===== src/rtl/bytechan_pkg.sv =====
package bytechan_pkg;

    localparam int ADDR_W  = 10;
    localparam int LANES   = 4;
    localparam int LANE_NW = 3;
    localparam int CNT_W   = 8;

    localparam logic [1:0] WIN_DATA = 2'd0;
    localparam logic [1:0] WIN_CFG  = 2'd1;
    localparam logic [1:0] WIN_IRQ  = 2'd2;

    localparam logic [7:0] OFS_PUSH1  = 8'h04;
    localparam logic [7:0] OFS_PUSH2  = 8'h08;
    localparam logic [7:0] OFS_PUSH3  = 8'h0C;
    localparam logic [7:0] OFS_PUSH4  = 8'h10;
    localparam logic [7:0] OFS_TXFREE = 8'h14;
    localparam logic [7:0] OFS_POP1   = 8'h1C;
    localparam logic [7:0] OFS_POP2   = 8'h20;
    localparam logic [7:0] OFS_POP3   = 8'h24;
    localparam logic [7:0] OFS_POP4   = 8'h28;
    localparam logic [7:0] OFS_RXFILL = 8'h2C;

    localparam logic [7:0] OFS_TXTHR  = 8'h00;
    localparam logic [7:0] OFS_RXTHR  = 8'h04;

    localparam logic [7:0] OFS_MASK   = 8'h00;
    localparam logic [7:0] OFS_FLAG   = 8'h04;
    localparam logic [7:0] OFS_STAT   = 8'h08;

    typedef enum logic [0:0] {
        S_IDLE = 1'b0,
        S_RESP = 1'b1
    } resp_state_t;

endpackage


===== src/rtl/bytechan_fifo.sv =====
module bytechan_fifo
    import bytechan_pkg::*;
#(
    parameter int DEPTH      = 64,
    parameter int PUSH_LANES = 4,
    parameter int HEAD_LANES = 1
) (
    input  logic                      clk,
    input  logic                      rst_n,
    input  logic [LANE_NW-1:0]        push_n,
    input  logic [8*PUSH_LANES-1:0]   push_data,
    input  logic [LANE_NW-1:0]        pop_n,
    output logic [8*HEAD_LANES-1:0]   head_data,
    output logic [$clog2(DEPTH):0]    count
);

    localparam int AW = $clog2(DEPTH);
    localparam int CW = AW + 1;

    logic [7:0]    mem [DEPTH];
    logic [AW-1:0] wr_ptr_q;
    logic [AW-1:0] rd_ptr_q;
    logic [CW-1:0] count_q;

    always_ff @(posedge clk) begin
        for (int i = 0; i < PUSH_LANES; i++) begin
            if (LANE_NW'(i) < push_n) begin
                mem[wr_ptr_q + AW'(i)] <= push_data[8*i +: 8];
            end
        end
    end

    always_ff @(posedge clk) begin
        if (!rst_n) begin
            wr_ptr_q <= '0;
            rd_ptr_q <= '0;
            count_q  <= '0;
        end else begin
            wr_ptr_q <= wr_ptr_q + AW'(push_n);
            rd_ptr_q <= rd_ptr_q + AW'(pop_n);
            count_q  <= count_q + CW'(push_n) - CW'(pop_n);
        end
    end

    for (genvar g = 0; g < HEAD_LANES; g++) begin : g_head
        assign head_data[8*g +: 8] = mem[rd_ptr_q + AW'(g)];
    end

    assign count = count_q;

endmodule


===== src/rtl/bytechan_regs.sv =====
module bytechan_regs
    import bytechan_pkg::*;
#(
    parameter int DEPTH    = 64,
    parameter int CHAN_IDX = 0
) (
    input  logic                   clk,
    input  logic                   rst_n,
    input  logic [ADDR_W-1:0]      bus_addr,
    input  logic                   bus_wr,
    input  logic                   bus_rd,
    input  logic [31:0]            bus_wdata,
    output logic [31:0]            bus_rdata,
    output logic                   bus_rvalid,
    input  logic [$clog2(DEPTH):0] tx_count,
    input  logic [$clog2(DEPTH):0] rx_count,
    input  logic [8*LANES-1:0]     rx_head,
    output logic [LANE_NW-1:0]     tx_push_n,
    output logic [8*LANES-1:0]     tx_push_data,
    output logic [LANE_NW-1:0]     rx_pop_n,
    output logic                   irq_tx,
    output logic                   irq_rx
);

    localparam int CW  = $clog2(DEPTH) + 1;
    localparam int TXB = 2 * CHAN_IDX;
    localparam int RXB = TXB + 1;

    logic [1:0]         win;
    logic [7:0]         ofs;
    logic [LANE_NW-1:0] req_push_n;
    logic [LANE_NW-1:0] req_pop_n;
    logic [CW-1:0]      tx_free;
    logic               ovf_ev;
    logic               unf_ev;
    logic [31:0]        popped;
    logic [31:0]        pop_word;
    logic [31:0]        rd_word;
    logic [1:0]         cond;
    logic [1:0]         flag_ack;
    logic [1:0]         stat_clr;

    logic [CNT_W-1:0]   tx_thr_q;
    logic [CNT_W-1:0]   rx_thr_q;
    logic [1:0]         mask_q;
    logic [1:0]         flag_q;
    logic [1:0]         stat_q;
    logic [31:0]        rdata_q;

    resp_state_t        state_q;
    resp_state_t        state_d;

    assign win     = bus_addr[9:8];
    assign ofs     = bus_addr[7:0];
    assign tx_free = CW'(DEPTH) - tx_count;

    // width decode for data-window accesses
    always_comb begin
        req_push_n = '0;
        req_pop_n  = '0;
        if (bus_wr && win == WIN_DATA) begin
            unique case (ofs)
                OFS_PUSH1: req_push_n = 3'd1;
                OFS_PUSH2: req_push_n = 3'd2;
                OFS_PUSH3: req_push_n = 3'd3;
                OFS_PUSH4: req_push_n = 3'd4;
                default:   req_push_n = '0;
            endcase
        end
        if (bus_rd && win == WIN_DATA) begin
            unique case (ofs)
                OFS_POP1: req_pop_n = 3'd1;
                OFS_POP2: req_pop_n = 3'd2;
                OFS_POP3: req_pop_n = 3'd3;
                OFS_POP4: req_pop_n = 3'd4;
                default:  req_pop_n = '0;
            endcase
        end
    end

    // a push is all or nothing; a pop delivers what is present
    always_comb begin
        ovf_ev       = (req_push_n != '0) && (CW'(req_push_n) > tx_free);
        tx_push_n    = ovf_ev ? '0 : req_push_n;
        tx_push_data = bus_wdata;
        unf_ev       = CW'(req_pop_n) > rx_count;
        rx_pop_n     = unf_ev ? LANE_NW'(rx_count) : req_pop_n;
    end

    for (genvar g = 0; g < LANES; g++) begin : g_pop_lane
        assign popped[8*g +: 8] = (LANE_NW'(g) < rx_pop_n) ? rx_head[8*g +: 8] : 8'h00;
    end

    assign pop_word = (req_pop_n == 3'd4) ? popped
                                          : {popped[23:0], CNT_W'(rx_pop_n)};

    always_comb begin
        rd_word = '0;
        unique case (win)
            WIN_DATA: begin
                if (ofs == OFS_TXFREE)      rd_word = 32'(tx_free);
                else if (ofs == OFS_RXFILL) rd_word = 32'(rx_count);
                else if (req_pop_n != '0)   rd_word = pop_word;
                else                        rd_word = '0;
            end
            WIN_CFG: begin
                if (ofs == OFS_TXTHR)      rd_word = 32'(tx_thr_q);
                else if (ofs == OFS_RXTHR) rd_word = 32'(rx_thr_q);
                else                       rd_word = '0;
            end
            WIN_IRQ: begin
                if (ofs == OFS_MASK)
                    rd_word = (32'(mask_q[0]) << TXB) | (32'(mask_q[1]) << RXB);
                else if (ofs == OFS_FLAG)
                    rd_word = (32'(flag_q[0]) << TXB) | (32'(flag_q[1]) << RXB);
                else if (ofs == OFS_STAT)
                    rd_word = 32'(stat_q);
                else
                    rd_word = '0;
            end
            default: rd_word = '0;
        endcase
    end

    // threshold conditions and write-one-to-clear strobes
    always_comb begin
        cond[0]  = CNT_W'(tx_free) >= tx_thr_q;
        cond[1]  = CNT_W'(rx_count) >= rx_thr_q;
        flag_ack = (bus_wr && win == WIN_IRQ && ofs == OFS_FLAG)
                   ? {bus_wdata[RXB], bus_wdata[TXB]} : 2'b00;
        stat_clr = (bus_wr && win == WIN_IRQ && ofs == OFS_STAT)
                   ? bus_wdata[1:0] : 2'b00;
    end

    always_ff @(posedge clk) begin
        if (!rst_n) begin
            tx_thr_q <= CNT_W'(1);
            rx_thr_q <= CNT_W'(1);
            mask_q   <= '0;
            flag_q   <= '0;
            stat_q   <= '0;
        end else begin
            if (bus_wr && win == WIN_CFG && ofs == OFS_TXTHR) tx_thr_q <= bus_wdata[CNT_W-1:0];
            if (bus_wr && win == WIN_CFG && ofs == OFS_RXTHR) rx_thr_q <= bus_wdata[CNT_W-1:0];
            if (bus_wr && win == WIN_IRQ && ofs == OFS_MASK)
                mask_q <= {bus_wdata[RXB], bus_wdata[TXB]};
            flag_q <= (flag_q & ~flag_ack) | cond;
            stat_q <= (stat_q & ~stat_clr) | {unf_ev, ovf_ev};
        end
    end

    // read response machine: state register
    always_ff @(posedge clk) begin
        if (!rst_n) state_q <= S_IDLE;
        else        state_q <= state_d;
    end

    always_comb begin
        state_d = state_q;
        unique case (state_q)
            S_IDLE: state_d = bus_rd ? S_RESP : S_IDLE;
            S_RESP: state_d = bus_rd ? S_RESP : S_IDLE;
            default: state_d = S_IDLE;
        endcase
    end

    always_ff @(posedge clk) begin
        if (!rst_n)      rdata_q <= '0;
        else if (bus_rd) rdata_q <= rd_word;
    end

    // read response machine: outputs
    always_comb begin
        bus_rvalid = (state_q == S_RESP);
        bus_rdata  = rdata_q;
        irq_tx     = flag_q[0] & mask_q[0];
        irq_rx     = flag_q[1] & mask_q[1];
    end

endmodule


===== src/rtl/bytechan_top.sv =====
module bytechan_top
    import bytechan_pkg::*;
#(
    parameter int DEPTH    = 64,
    parameter int CHAN_IDX = 0
) (
    input  logic        clk,
    input  logic        rst_n,
    input  logic [9:0]  bus_addr,
    input  logic        bus_wr,
    input  logic        bus_rd,
    input  logic [31:0] bus_wdata,
    output logic [31:0] bus_rdata,
    output logic        bus_rvalid,
    output logic        tx_out_valid,
    input  logic        tx_out_ready,
    output logic [7:0]  tx_out_data,
    input  logic        rx_in_valid,
    output logic        rx_in_ready,
    input  logic [7:0]  rx_in_data,
    output logic        irq_tx,
    output logic        irq_rx
);

    localparam int CW = $clog2(DEPTH) + 1;

    logic [CW-1:0]      tx_count;
    logic [CW-1:0]      rx_count;
    logic [31:0]        rx_head;
    logic [LANE_NW-1:0] tx_push_n;
    logic [31:0]        tx_push_data;
    logic [LANE_NW-1:0] rx_pop_n;
    logic [LANE_NW-1:0] tx_drain_n;
    logic [LANE_NW-1:0] rx_fill_n;

    assign tx_out_valid = (tx_count != '0);
    assign rx_in_ready  = (rx_count != CW'(DEPTH));
    assign tx_drain_n   = (tx_out_valid && tx_out_ready) ? 3'd1 : 3'd0;
    assign rx_fill_n    = (rx_in_valid && rx_in_ready) ? 3'd1 : 3'd0;

    bytechan_regs #(.DEPTH(DEPTH), .CHAN_IDX(CHAN_IDX)) regs_i (
        .clk          (clk),
        .rst_n        (rst_n),
        .bus_addr     (bus_addr),
        .bus_wr       (bus_wr),
        .bus_rd       (bus_rd),
        .bus_wdata    (bus_wdata),
        .bus_rdata    (bus_rdata),
        .bus_rvalid   (bus_rvalid),
        .tx_count     (tx_count),
        .rx_count     (rx_count),
        .rx_head      (rx_head),
        .tx_push_n    (tx_push_n),
        .tx_push_data (tx_push_data),
        .rx_pop_n     (rx_pop_n),
        .irq_tx       (irq_tx),
        .irq_rx       (irq_rx)
    );

    bytechan_fifo #(.DEPTH(DEPTH), .PUSH_LANES(4), .HEAD_LANES(1)) tx_fifo_i (
        .clk       (clk),
        .rst_n     (rst_n),
        .push_n    (tx_push_n),
        .push_data (tx_push_data),
        .pop_n     (tx_drain_n),
        .head_data (tx_out_data),
        .count     (tx_count)
    );

    bytechan_fifo #(.DEPTH(DEPTH), .PUSH_LANES(1), .HEAD_LANES(4)) rx_fifo_i (
        .clk       (clk),
        .rst_n     (rst_n),
        .push_n    (rx_fill_n),
        .push_data (rx_in_data),
        .pop_n     (rx_pop_n),
        .head_data (rx_head),
        .count     (rx_count)
    );

endmodule


===== config.mk =====
export PLATFORM = sky130hd
export DESIGN_NAME = bytechan_top
export DESIGN_NICKNAME = d
export VERILOG_FILES = /design/src/rtl/bytechan_pkg.sv /design/src/rtl/bytechan_fifo.sv /design/src/rtl/bytechan_regs.sv /design/src/rtl/bytechan_top.sv
export SDC_FILE = /design/constraint.sdc
export NUM_CORES = 2
export LEC_CHECK = 0
export CAP_MARGIN = 25
export CORE_MARGIN = 1.5
export CORE_UTILIZATION = 60
export DETAILED_ROUTE_END_ITERATION = 10
export DONT_BUFFER_PORTS = 1
export PLACE_DENSITY_LB_ADDON = 0.1
export SYNTH_ARGS = -nofsm -noshare
export SYNTH_HDL_FRONTEND = slang
export SYNTH_SLANG_ARGS = --single-unit

===== constraint.sdc =====
create_clock -name clk -period 8.2 [get_ports clk]
set_clock_uncertainty 0.15 [all_clocks]
set_input_delay 1.23 -clock clk [delete_from_list [all_inputs] [get_ports clk]]
set_output_delay 1.23 -clock clk [all_outputs]
set_load 0.01 [all_outputs]

==> results.txt <==
Num CTS Buffers = 121
total chip power = 17.4 mW
Area Overhead vs Synth = 7.04%
Synth Area in Simple Gates = 0.0867
GP Congestion = 1.04
status = complete, no violations
grt ovf = 0
setup ws final = 2.38 ns
IO Count = 101
leading cell types in the layout, fill and taps excluded = 1024 x edfxtp_1, 713 x mux4_2, 575 x o21ai_0
Final ANT Viol Nets = 0
Setup Viol. Count Final = 0
Synth Area in XOR/XNOR = 0.00515
leakage = 24.0 nW
die footprint = 130000 um2
port buffer count = 0
CP endpoint kind = flip-flop
hold wc startpoint = regs_i.tx_thr_q[3]$_SDFFE_PN0P_
post-DP HPWL = 183000 um
worst reg-to-reg setup slack = 2.66 ns
wire per inst = 40.6 um
crit-path leading delay family = compound AO/OA/AOI/OAI gates
Max FO, Critical Path = 8
Tightest Pin Transition = 1.24 ns
mux share of post-synthesis cell area = 0.264
fin crit period = 5.82 ns
compound-cell area share of the yosys netlist = 0.168
Worst slew margin = 0.172
Critical R2R Capture = tx_fifo_i.mem[51][0]$_DFFE_PP_
Die H = 360 um
drt first pass iters = 8
Post-CTS Setup Inserts = 0
Max Cap Viol = 0
CP max stage cell = o2111ai_1
Adder-Cell Fraction of Synth Area = 0.0107
pins over their slew limit = 0
RSZ-0062 raised after global routing = false
layout cells sized above 1 = 0.273
post-synth top area cell = edfxtp_1
vias in the first global route = 59400
Post-layout nets = 5832
GRT Overall Usage = 0.460
worst path bufs/invs = 0
die width = 360 um
antenna violations before repair = 9
H-tree depth = 3
pre-CTS setup slack = 2.05 ns
root buf cell = clkbuf_16
clock-pin slew on the worst setup and hold paths = 0.06 ns
reg2reg path depth = 7
via count = 63100
post_cts resized = 0
worst setup path class = primary input to flip-flop
top cell type's share of synthesized area = 0.402
CP peak stage delay = 1.16 ns
# clock sinks = 1117
final WL = 303000 um
commonest register cell after synthesis = edfxtp_1
PD cells = 212 nW/um2
RR Startpoint = tx_fifo_i.wr_ptr_q[0]$_SDFF_PN0_
WP data required = 8.45 ns
Post-synth ARST share = 0
largest net degree at the start of global routing = 136
Syn. warnings = 0
Hold Path Stages = 2
Worst Hold Class = flip-flop to flip-flop
cell area after layout = 81900 um2
Mapped Area = 76500 um2
clock tree buffer depth = 3
Clock Latency Late Sink = 0.78 ns
library cells used by synthesis = 90
Vias/cell = 8.44
syn nets = 6181
main area contributors after synthesis = edfxtp_1 40%, mux4_2 21%, mux2_2 4.6%, o21ai_0 3.8%, o221ai_1 3.4%
CTS tree = done
Avg Cell Area, Syn = 12.6 um2
number of synthesized flops with an enable pin = 1024
Cell Rows = 130
Starting Density = 0.607
placed standard-cell area = 77600 um2
WHS Endpoint = regs_i.tx_thr_q[3]$_SDFFE_PN0P_
most frequent CP cell = nand2_1
Iter 0 DRT Violations = 11700
commonest non-fill, non-tap cell in the layout = edfxtp_1
Critical Path Source Type = primary input
Fin Setup TNS = 0 ns
DRC viols = 0
global-route wire length before repair = 429000 um
crit path DAT = 6.06 ns
CORE AREA = 126000 um2
Synth Register Bits = 1117
maximum vdd ir drop = 0.228 mV
hold_buf cts = 0
period utilization = 0.709
register area share after synthesis = 0.426
Post-Syn Instances = 6062
CP Cell Sequence = nor4_1 > and2_1 > nand2_1 > nor2_1 > ha_1 > nor2b_1 > o21ai_0 > a211oi_4 > a21oi_1 > nand2_1 > o2111ai_1
main combinational cell family by area after synthesis = multiplexers
post-layout util = 0.650
Final Hold Vio Count = 0
fmax = 0.172 GHz
tightest hold or removal path: stages (launching register included):
cell	delay (ns)
dfxtp_1	0.31
o21ai_0	0.07
a21oi_1	0.06
cells in the mapped netlist, types with 19 or more instances:
| master | instances |
|---|---|
| o2bb2ai_1 | 37 |
| mux2i_1 | 62 |
| buf_4 | 19 |
| nor2b_1 | 239 |
| and2_1 | 42 |
| a22oi_1 | 52 |
| o21ai_0 | 575 |
| clkbuf_1 | 464 |
| o221ai_1 | 295 |
| o211ai_1 | 26 |
| a21oi_1 | 59 |
| nand3_1 | 136 |
| nor4_2 | 25 |
| o22ai_1 | 261 |
| edfxtp_1 | 1024 |
| nor4_1 | 61 |
| buf_2 | 94 |
| a211oi_1 | 282 |
| a31oi_1 | 19 |
| xnor2_1 | 23 |
| nor3_1 | 60 |
| mux2_2 | 312 |
| dfxtp_1 | 93 |
| a211oi_2 | 39 |
| buf_1 | 95 |
| mux4_2 | 713 |
| nand2_1 | 198 |
| and3_1 | 45 |
| or3_1 | 30 |
| or4_1 | 21 |
| nand4_1 | 36 |
| a211o_1 | 45 |
| ha_1 | 59 |
| inv_1 | 57 |
| nor2_1 | 205 |
routing by layer:
metal,share of wire,GRT usage,wire (um)
met2,0.43,0.677,131000
met4,0.11,0.389,32900
met1,0.31,0.545,94200
met5,0.00062,0.0104,187
met3,0.15,0.154,45000
area by class of cell:
cell class,instances,area (um2)
Fill cell,9163,44200
Multi-Input combinational cell,4202,41100
Sequential cell,1117,32600
Clock buffer,140,3180
Tap cell,1650,2060
Timing Repair Buffer,202,1800
Clock inverter,86,866
Inverter,69,259
Antenna cell,6,15.0
registers in the layout, summed over array words and instances, names as in the netlist, 2 cells and up:
name and flops:
tx_fifo_i.count 7, regs_i.tx_thr_q 8, regs_i.mask_q 2, regs_i.bus_rdata 32
regs_i.rx_thr_q 8, regs_i.stat_q 2, rx_fifo_i.rd_ptr_q 6, regs_i.flag_q 2
rx_fifo_i.mem 512, tx_fifo_i.rd_ptr_q 6, tx_fifo_i.mem 512, rx_fifo_i.count 7
rx_fifo_i.wr_ptr_q 6, tx_fifo_i.wr_ptr_q 6
report_power, final:
| group | leakage, nW | internal [mW] | switching (mW) |
|---|---|---|---|
| Clock | 1.94 | 3.24 | 2.49 |
| Sequential | 9.97 | 6.28 | 0.170 |
| Combinational | 12.1 | 2.35 | 2.87 |
per-stage QoR:
stage          instances  hold WS, ns
3_3_place_gp        7177        0.315
2_1_floorplan       6062        0.304
6_report            7472        0.329
5_1_grt             7466        0.355
3_5_place_dp        7223        0.318
4_1_cts             7449        0.326
worst max-delay path by stage:
stage	start	endpoint	slack [ns]	depth (start not counted)
2_1_floorplan	bus_addr[4]	tx_fifo_i.count[6]$_SDFF_PN0_	1.96	23
3_3_place_gp	bus_addr[5]	tx_fifo_i.mem[24][3]$_DFFE_PP_	2.07	14
3_5_place_dp	bus_addr[5]	tx_fifo_i.mem[59][1]$_DFFE_PP_	2.05	11
4_1_cts	tx_fifo_i.rd_ptr_q[0]$_SDFF_PN0_	tx_out_data[4]	2.60	4
5_1_grt	tx_fifo_i.rd_ptr_q[0]$_SDFF_PN0_	tx_out_data[4]	2.44	4
6_report	bus_addr[5]	tx_fifo_i.mem[59][1]$_DFFE_PP_	2.38	11
cell families (layout without fill, tap and decap cells):
family          Yosys count  in the layout
fa+ha+maj                63             63
buf+inv                 743            497
flops                  1117           1117
simple gates           1201           1201
other cells               0              6
xor+xnor                 42             42
compound gates         1809           1809
mux                    1087           1087
(Power assumes the default switching activity.)
